===== src/rtl/fpcsr_pkg.sv =====
package fpcsr_pkg;

  localparam int CSR_W   = 64;
  localparam int N_FLAG  = 6;
  localparam int N_RAW   = 7;
  localparam int N_TRAP  = 5;
  localparam int RND_W   = 2;

  // Field positions of the architectural word
  localparam int B_SUM     = 63;
  localparam int B_INE_DIS = 62;
  localparam int B_UNF_DIS = 61;
  localparam int B_UFZ     = 60;
  localparam int B_RND_LO  = 58;
  localparam int B_FLAG_LO = 52;
  localparam int B_OVF_DIS = 51;
  localparam int B_DZE_DIS = 50;
  localparam int B_INV_DIS = 49;
  localparam int B_DAZ     = 48;
  localparam int B_DEN_DIS = 47;
  localparam int B_RND_HI  = B_RND_LO + RND_W - 1;
  localparam int B_FLAG_HI = B_FLAG_LO + N_FLAG - 1;

  // Raw exception vector indices
  localparam int E_INV = 0;
  localparam int E_DZE = 1;
  localparam int E_OVF = 2;
  localparam int E_UNF = 3;
  localparam int E_INE = 4;
  localparam int E_IOV = 5;
  localparam int E_DEN = 6;

  typedef enum logic [RND_W-1:0] {
    RM_ZERO = 2'b00,
    RM_NEG  = 2'b01,
    RM_NEAR = 2'b10,
    RM_POS  = 2'b11
  } rmode_e;

  // Writable bits: 62 down to 47
  localparam logic [CSR_W-1:0] WR_MASK   = 64'h7FFF_8000_0000_0000;
  localparam logic [CSR_W-1:0] RESET_VAL = 64'h0800_0000_0000_0000;

  // Disable bit that belongs to each trap cause
  function automatic int dis_pos(input int cause);
    case (cause)
      E_INV:   dis_pos = B_INV_DIS;
      E_DZE:   dis_pos = B_DZE_DIS;
      E_OVF:   dis_pos = B_OVF_DIS;
      E_UNF:   dis_pos = B_UNF_DIS;
      default: dis_pos = B_INE_DIS;
    endcase
  endfunction

endpackage


===== src/rtl/fpcsr_round_sel.sv =====
module fpcsr_round_sel
  import fpcsr_pkg::*;
(
  input  logic             clk,
  input  logic             rst_n,
  input  logic             q_dyn,
  input  logic [RND_W-1:0] rnd_field,
  output logic [RND_W-1:0] eff_round
);

  always_comb begin
    if (q_dyn) eff_round = rnd_field;
    else       eff_round = RM_NEAR;
  end

  AST_STATIC_IS_NEAREST: assert property (@(posedge clk) disable iff (!rst_n)
    !q_dyn |-> (eff_round == 2'b10));

  AST_DYN_FOLLOWS_FIELD: assert property (@(posedge clk) disable iff (!rst_n)
    q_dyn |-> (eff_round == rnd_field));

endmodule


===== src/rtl/fpcsr_exc_qual.sv =====
module fpcsr_exc_qual
  import fpcsr_pkg::*;
(
  input  logic              clk,
  input  logic              rst_n,
  input  logic              op_done,
  input  logic [N_RAW-1:0]  exc_raw,
  input  logic              q_swc,
  input  logic              q_inex,
  input  logic              q_unf,
  input  logic [N_TRAP-1:0] trap_dis,
  input  logic              den_dis,
  input  logic              daz,
  output logic [N_FLAG-1:0] flag_set,
  output logic [N_TRAP-1:0] trap_cause,
  output logic              trap_req
);

  logic              den_inv;
  logic [N_FLAG-1:0] reported;
  logic [N_TRAP-1:0] dis_active;

  // Denormal-operand invalid is dropped only when denormals are not zeroed
  always_comb begin
    den_inv = exc_raw[E_DEN] & ~(den_dis & ~daz);
  end

  always_comb begin
    reported        = '0;
    reported[E_INV] = exc_raw[E_INV] | den_inv;
    reported[E_DZE] = exc_raw[E_DZE];
    reported[E_OVF] = exc_raw[E_OVF];
    reported[E_UNF] = exc_raw[E_UNF] & q_unf;
    reported[E_INE] = exc_raw[E_INE] & q_inex;
    reported[E_IOV] = exc_raw[E_IOV];
  end

  genvar gi;
  generate
    for (gi = 0; gi < N_TRAP; gi++) begin : g_cause
      always_comb begin
        dis_active[gi] = q_swc & trap_dis[gi];
        trap_cause[gi] = op_done & reported[gi] & ~dis_active[gi];
      end
    end
  endgenerate

  always_comb begin
    flag_set = op_done ? reported : '0;
    trap_req = |trap_cause;
  end

  AST_HARD_OVF_TRAP: assert property (@(posedge clk) disable iff (!rst_n)
    (op_done && exc_raw[E_OVF] && !q_swc) |-> (trap_req && trap_cause[E_OVF]));

  AST_DEN_SUPPRESSED: assert property (@(posedge clk) disable iff (!rst_n)
    (op_done && exc_raw == 7'b1000000 && den_dis && !daz) |-> (!trap_req && flag_set == '0));

  AST_QUIET_WITHOUT_OP: assert property (@(posedge clk) disable iff (!rst_n)
    !op_done |-> (!trap_req && flag_set == '0));

  AST_UNF_NEEDS_QUAL: assert property (@(posedge clk) disable iff (!rst_n)
    !q_unf |-> !trap_cause[E_UNF]);

endmodule


===== src/rtl/fpcsr_reg.sv =====
module fpcsr_reg
  import fpcsr_pkg::*;
(
  input  logic              clk,
  input  logic              rst_n,
  input  logic              wr_en,
  input  logic [CSR_W-1:0]  wr_data,
  input  logic              op_done,
  input  logic [N_FLAG-1:0] flag_set,
  output logic [CSR_W-1:0]  csr_q
);

  logic [CSR_W-1:0] base;
  logic [CSR_W-1:0] csr_d;
  logic             csr_en;

  // Next-state: write wins, then completing flags are ORed on
  always_comb begin
    base   = wr_en ? (wr_data & WR_MASK) : csr_q;
    csr_d  = base;
    csr_d[B_FLAG_HI:B_FLAG_LO] = base[B_FLAG_HI:B_FLAG_LO] | flag_set;
    csr_d[B_SUM] = |csr_d[B_FLAG_HI:B_FLAG_LO];
    csr_en = wr_en | op_done;
  end

  // Reset value carries round-to-nearest
  always_ff @(posedge clk or negedge rst_n) begin
    if (!rst_n)      csr_q <= RESET_VAL;
    else if (csr_en) csr_q <= csr_d;
  end

  AST_SUMMARY_TRACKS: assert property (@(posedge clk) disable iff (!rst_n)
    csr_q[B_SUM] == (|csr_q[B_FLAG_HI:B_FLAG_LO]));

  AST_FLAGS_STICK: assert property (@(posedge clk) disable iff (!rst_n)
    !wr_en |=> ((csr_q[B_FLAG_HI:B_FLAG_LO] & $past(csr_q[B_FLAG_HI:B_FLAG_LO]))
                == $past(csr_q[B_FLAG_HI:B_FLAG_LO])));

  AST_IDLE_HOLDS: assert property (@(posedge clk) disable iff (!rst_n)
    (!wr_en && !op_done) |=> $stable(csr_q));

  AST_WRITE_WINS: assert property (@(posedge clk) disable iff (!rst_n)
    wr_en |=> (csr_q[B_INE_DIS:B_FLAG_HI+1] == $past(wr_data[B_INE_DIS:B_FLAG_HI+1])));

  AST_RESERVED_ZERO: assert property (@(posedge clk) disable iff (!rst_n)
    csr_q[B_DEN_DIS-1:0] == '0);

endmodule


===== src/rtl/fpcsr_unit.sv =====
module fpcsr_unit
  import fpcsr_pkg::*;
(
  input  logic        clk,
  input  logic        rst_n,
  input  logic        sw_wr_en,
  input  logic [63:0] sw_wr_data,
  output logic [63:0] csr_rd_data,
  input  logic        op_done,
  input  logic [6:0]  op_exc_raw,
  input  logic        q_dyn_round,
  input  logic        q_sw_complete,
  input  logic        q_inexact_en,
  input  logic        q_underflow_en,
  output logic [1:0]  eff_round,
  output logic        trap_req,
  output logic [4:0]  trap_cause,
  output logic        flush_underflow,
  output logic        denorm_as_zero
);

  logic [1:0]        rst_pipe;
  logic              rst_sync_n;
  logic [CSR_W-1:0]  csr_q;
  logic [N_FLAG-1:0] flag_set;
  logic [N_TRAP-1:0] trap_dis;

  // Asynchronous assert, synchronous release
  always_ff @(posedge clk or negedge rst_n) begin
    if (!rst_n) rst_pipe <= '0;
    else        rst_pipe <= {rst_pipe[0], 1'b1};
  end

  always_comb rst_sync_n = rst_pipe[1];

  genvar gi;
  generate
    for (gi = 0; gi < N_TRAP; gi++) begin : g_dis
      always_comb trap_dis[gi] = csr_q[dis_pos(gi)];
    end
  endgenerate

  fpcsr_round_sel u_round (
    .clk       (clk),
    .rst_n     (rst_sync_n),
    .q_dyn     (q_dyn_round),
    .rnd_field (csr_q[B_RND_HI:B_RND_LO]),
    .eff_round (eff_round)
  );

  fpcsr_exc_qual u_qual (
    .clk        (clk),
    .rst_n      (rst_sync_n),
    .op_done    (op_done),
    .exc_raw    (op_exc_raw),
    .q_swc      (q_sw_complete),
    .q_inex     (q_inexact_en),
    .q_unf      (q_underflow_en),
    .trap_dis   (trap_dis),
    .den_dis    (csr_q[B_DEN_DIS]),
    .daz        (csr_q[B_DAZ]),
    .flag_set   (flag_set),
    .trap_cause (trap_cause),
    .trap_req   (trap_req)
  );

  fpcsr_reg u_reg (
    .clk      (clk),
    .rst_n    (rst_sync_n),
    .wr_en    (sw_wr_en),
    .wr_data  (sw_wr_data),
    .op_done  (op_done),
    .flag_set (flag_set),
    .csr_q    (csr_q)
  );

  always_comb begin
    csr_rd_data     = csr_q;
    flush_underflow = csr_q[B_UFZ];
    denorm_as_zero  = csr_q[B_DAZ];
  end

  AST_CTRL_OUTPUTS: assert property (@(posedge clk) disable iff (!rst_sync_n)
    (flush_underflow == csr_rd_data[60]) && (denorm_as_zero == csr_rd_data[48]));

endmodule


===== config.mk =====
export PLATFORM = sky130hd
export DESIGN_NAME = fpcsr_unit
export DESIGN_NICKNAME = d
export VERILOG_FILES = /design/src/rtl/fpcsr_pkg.sv /design/src/rtl/fpcsr_round_sel.sv /design/src/rtl/fpcsr_exc_qual.sv /design/src/rtl/fpcsr_reg.sv /design/src/rtl/fpcsr_unit.sv
export SDC_FILE = /design/constraint.sdc
export NUM_CORES = 1
export LEC_CHECK = 0
export ABC_AREA = 1
export BUFFER_PORTS_ARGS = -buffer_cell sky130_fd_sc_hd__clkbuf_2
export CAP_MARGIN = 30
export CORE_MARGIN = 2
export CORE_UTILIZATION = 32
export CTS_CLUSTER_SIZE = 12
export DETAILED_ROUTE_END_ITERATION = 6
export GPL_ROUTABILITY_DRIVEN = 0
export PLACE_DENSITY = 0.8
export SYNTH_ARGS = -nofsm -noshare
export SYNTH_HDL_FRONTEND = slang
export SYNTH_SLANG_ARGS = --single-unit

===== constraint.sdc =====
create_clock -name clk -period 1 [get_ports clk]
set_input_delay 0.15 -clock clk [delete_from_list [all_inputs] [get_ports clk]]
set_output_delay 0.15 -clock clk [all_outputs]
set_load 0.02 [all_outputs]

* Word-level counts from Yosys, hierarchy flattened
Index checks and enable logic that the tools add are counted.
** Storage, ports and cells
- Register bits after elaboration :: 19
- Logic and storage cells :: 38
** Operators by class
- Mux-type cells :: 3
- Bitwise logic cells :: 29
- Reduce and logical (&&, ||, !) cells :: 3
** Operators by type and width (number)
- $mux W58 :: 1
- $and A1 B1 Y1 :: 19
- $not A1 Y1 :: 7
- $mux W6 :: 1
- $or A6 B6 Y6 :: 1
- $reduce_or A6 Y1 :: 1
- $reduce_or A5 Y1 :: 1
- $mux W2 :: 1
- $or A1 B1 Y1 :: 2
- $reduce_and A2 Y1 :: 1

* Depth between registers and ports, before layout
- Depth after elaboration :: 8
- Depth in mapped cells :: 8
- Depth with buffers taken out :: 7

* By module
A second synthesis with hierarchy kept.
** Unflattened totals
- Cells, all modules :: 188
- Area, all modules :: 1332.5 um^2
** Modules (own cells, without submodules)
- fpcsr_reg :: times used 1, cells each 144, area an instance 1109.8 um^2, sequential area each 426.7 um^2
- fpcsr_exc_qual :: times used 1, cells each 35, area an instance 138.9 um^2, sequential area each 0.0 um^2
- fpcsr_unit :: times used 1, cells each 5, area an instance 68.8 um^2, sequential area each 50.0 um^2
- fpcsr_round_sel :: times used 1, cells each 4, area an instance 15.0 um^2, sequential area each 0.0 um^2

* Worst setup path before layout
Ideal clock, no wire load.
- Kind :: flip-flop to output port
- Start point :: reg u_reg.csr_q[50]
- End point :: out trap_req
- Data arrival time :: 1.178 ns
- Required time :: 0.850 ns
- Slack :: -0.328 ns
- Cell stages (with the launch flop) :: 4
- Buffers on the path :: 0
- Cells stage by stage :: dfrtp_1 > a21oi_1 > nor2_1 > nand3_1
** Between the ends
- Longest elaborated chain between the ends :: 4
** RTL lines
- start, declared :: RTL line fpcsr_reg.sv:10 : output logic [CSR_W-1:0] csr_q
- start signal, assigned :: RTL line fpcsr_reg.sv:29 : else if (csr_en) csr_q <= csr_d;
- $and A1 B1 Y1 :: RTL line fpcsr_exc_qual.sv:42 : dis_active[gi] = q_swc & trap_dis[gi];
- $not A1 Y1 :: RTL line fpcsr_exc_qual.sv:43 : trap_cause[gi] = op_done & reported[gi] & ~dis_active[gi];
- $and A1 B1 Y1 :: RTL line fpcsr_exc_qual.sv:43
- named net trap_cause[1] :: RTL line fpcsr_unit.sv:17 : output logic [4:0] trap_cause,
- $reduce_or A5 Y1 :: RTL line fpcsr_exc_qual.sv:50 : trap_req = |trap_cause;
- end, declared :: RTL line fpcsr_unit.sv:16 : output logic trap_req,
The timed path passes the listed nets, and every way through them passes these cells.

* Worst setup path in the final report
- Start point :: reg u_reg.csr_q[47]
- End point :: out trap_req
** Between the ends
- Longest elaborated chain between the ends :: 7
** RTL lines
- $and A1 B1 Y1 :: RTL line fpcsr_exc_qual.sv:25 : den_inv = exc_raw[E_DEN] & ~(den_dis & ~daz);
- $not A1 Y1 :: RTL line fpcsr_exc_qual.sv:25
- $and A1 B1 Y1 :: RTL line fpcsr_exc_qual.sv:25
- $or A1 B1 Y1 :: RTL line fpcsr_exc_qual.sv:30 : reported[E_INV] = exc_raw[E_INV] | den_inv;
- $and A1 B1 Y1 (2 in series) :: RTL line fpcsr_exc_qual.sv:43
- $reduce_or A5 Y1 :: RTL line fpcsr_exc_qual.sv:50
No other way between the ends.

==> results_dict.tcl <==
set metrics [dict create \
    via_per_inst 3.86 \
    yosys_register_bits 19 \
    cp_max_fo 2 \
    ys_types 16 \
    port_buffers 57 \
    synth_compound_area_frac 0.0406 \
    firstDrtPassIters 4 \
    grt_pass1_wl_um 4420 \
    cts.sinks 19 \
    power.density_nw_per_um2 1250 \
    total_power_mw 2.28 \
    hpwl_um 2280 \
    utilization 0.494 \
    wl_um 2980 \
    gr-usage-all-layers 0.132 \
    cts_tree "built" \
    hold_path_class "input port to flop" \
    cp.required_ns 0.85 \
    wl_per_cell_um 10.7 \
    antenna_found_initial 0 \
    io_pins 153 \
    synthMuxAreaShare 0 \
    endpoint_kind "output port" \
    report.final.slew_viol_count 0 \
    initial_core_util 0.334 \
    antenna_cells 0 \
    syn_area_um2 1230 \
    critPathKind "flop to output port" \
    cap_violations 0 \
    die_y_um 66.1 \
    worstPathArrival_ns 1.18 \
    cts_root_buffer "clkbuf_8" \
    rows 22 \
    cts_buffer_depth 2 \
    core-area_um2 3690 \
    hold_ws_ns 0.0980 \
    clk_pin_slew_worst_paths_ns 0.07 \
    finalCritPeriodShare 1.33 \
    floorplan.die_area_um2 4370 \
    leakage_nw 1.02 \
    synth_top_cell_area_share 0.365 \
    synthXorXnorAreaFrac 0 \
    grt-ovfl-total 0 \
    cts_made_buffers 3 \
    drive_above_1_share 0.466 \
    die_x_um 66.1 \
    drt_iter0_markers 32 \
    synth-simple-area-share 0.212 \
    drc 0 \
    synth_top_family_by_area "buffers and inverters" \
    skew_ns 0.00224 \
    synth.avg_cell_area_um2 7.81 \
    yosysWarnings 0 \
    synth-seq-area-share 0.386 \
    syn_to_final_growth_pct 47.7 \
    fmax_mhz 752 \
    grt_pass1_vias 976 \
    rsz0062_at_grt "yes" \
    fillers 370 \
    worst_slack_ns -0.330 \
    cts-htree-levels 1 \
    failed_checks "setup timing" \
    synthTopCellsByArea "dfrtp_1 37%, buf_4 31%, nand2_1 14%" \
    via_count 1081 \
    status "finished with violations" \
    clk_latency_ns 0.25 \
    ir_worst_vdd_uv 407 \
    hold_viol 0 \
    synthCells 158 \
    ant_nets 0 \
    final_nets 312 \
    period_minus_slack_ns 1.33 \
    synth_fa_ha_area_frac 0 \
    grt_max_degree 18 \
    finalSetupViolCount 19 \
    critPathLaunchType "flop" \
    yosys.area.top_type "dfrtp_1" \
]
## cell usage after synthesis
cell type,count
buf_6,1
inv_2,1
nor3_1,2
inv_1,8
dfstp_2,1
buf_4,51
o21ai_0,3
nor2_1,7
dfrtp_1,18
buf_2,2
nand3_2,1
nand2_1,45
nand2_2,1
conb_1,2
nand3_1,8
a21oi_1,7
## worst max-delay path: stages (launching register included)
cell	delay, ns
dfrtp_1	0.37
inv_2	0.05
o21ai_2	0.13
nand2_2	0.08
nand3_2	0.08
nand3_2	0.08
buf_8	0.14
## cells by family after synthesis
kind of cell           count (synthesis)
DFF                                   19
AOI/OAI and AO/OA                     10
and+or+nand+nor                       64
buffers and inverters                 63
other                                  2
## metrics by stage
step                worst slack (ns)  instance area [um2]  instances  TNS (ns)
finish                        -0.330                 1820        280     -2.57
global route                  -0.415                 1820        280     -3.46
CTS                           -0.363                 1730        274     -2.57
detailed placement            -0.116                 1480        264    -0.313
global placement              -0.105                 1480        264    -0.283
floorplan                    -0.0270                 1470        204   -0.0270
## final timing paths
check | startpoint | endpoint | slack, ns | depth (start not counted)
worst max-delay path | u_reg.csr_q[47] | trap_req | -0.33 | 6
worst min-delay path | sw_wr_data[51] | u_reg.csr_q[51] | 0.1 | 3
worst max register to register | u_reg.csr_q[47] | u_reg.csr_q[63] | -0.13 | 8
worst min register to register | rst_pipe[1] | u_reg.csr_q[53] | 0.19 | 1
max in group asynchronous | rst_pipe[1] | u_reg.csr_q[59] | 0.56 | 1
min in group asynchronous | rst_pipe[1] | u_reg.csr_q[53] | 0.19 | 1
## layout by cell type (no fill, tap or decap), drive strengths merged
cell type,n
nor2,7
a21oi,7
conb,48
dlygate4sd3,1
o21ai,3
inv,9
buf,35
nand3,9
clkbuf,46
dfstp,1
nand2,46
nor3,2
dfrtp,18
## flip-flops by register name, indices dropped and copies added (netlist names)
name,count
u_reg.csr_q,17
rst_pipe,2
## repair_timing
action	4_1_cts	5_1_grt
hold buffers	1	0
endpoints found under the setup margin	16	18
hold endpoints to repair	2	0
pin swaps	7	5
resized for setup	32	28
buffers inserted	5	9
## per-layer routing
layer  track usage  share of wire
met5             0              0
met4        0.0536         0.0090
met3        0.0290          0.082
met2         0.239           0.53
met1         0.150           0.38
## report_power, final
part,leakage [nW],switching (mW),internal (mW)
logic,0.793,0.507,0.349
clock network,0.0228,0.243,0.283
registers,0.209,0.0517,0.845
total,1.02,0.802,1.48
## layout make-up
cell class | count | area (um2) | area share
Multi-Input combinational cell | 122 | 566 | 0.310
Tap cell | 48 | 60.1 | 0.0330
Sequential cell | 19 | 490 | 0.269
Clock buffer | 4 | 45.0 | 0.0247
Inverter | 9 | 33.8 | 0.0185
Timing Repair Buffer | 78 | 627 | 0.344
Note: power is estimated with default switching activity, not from simulation.
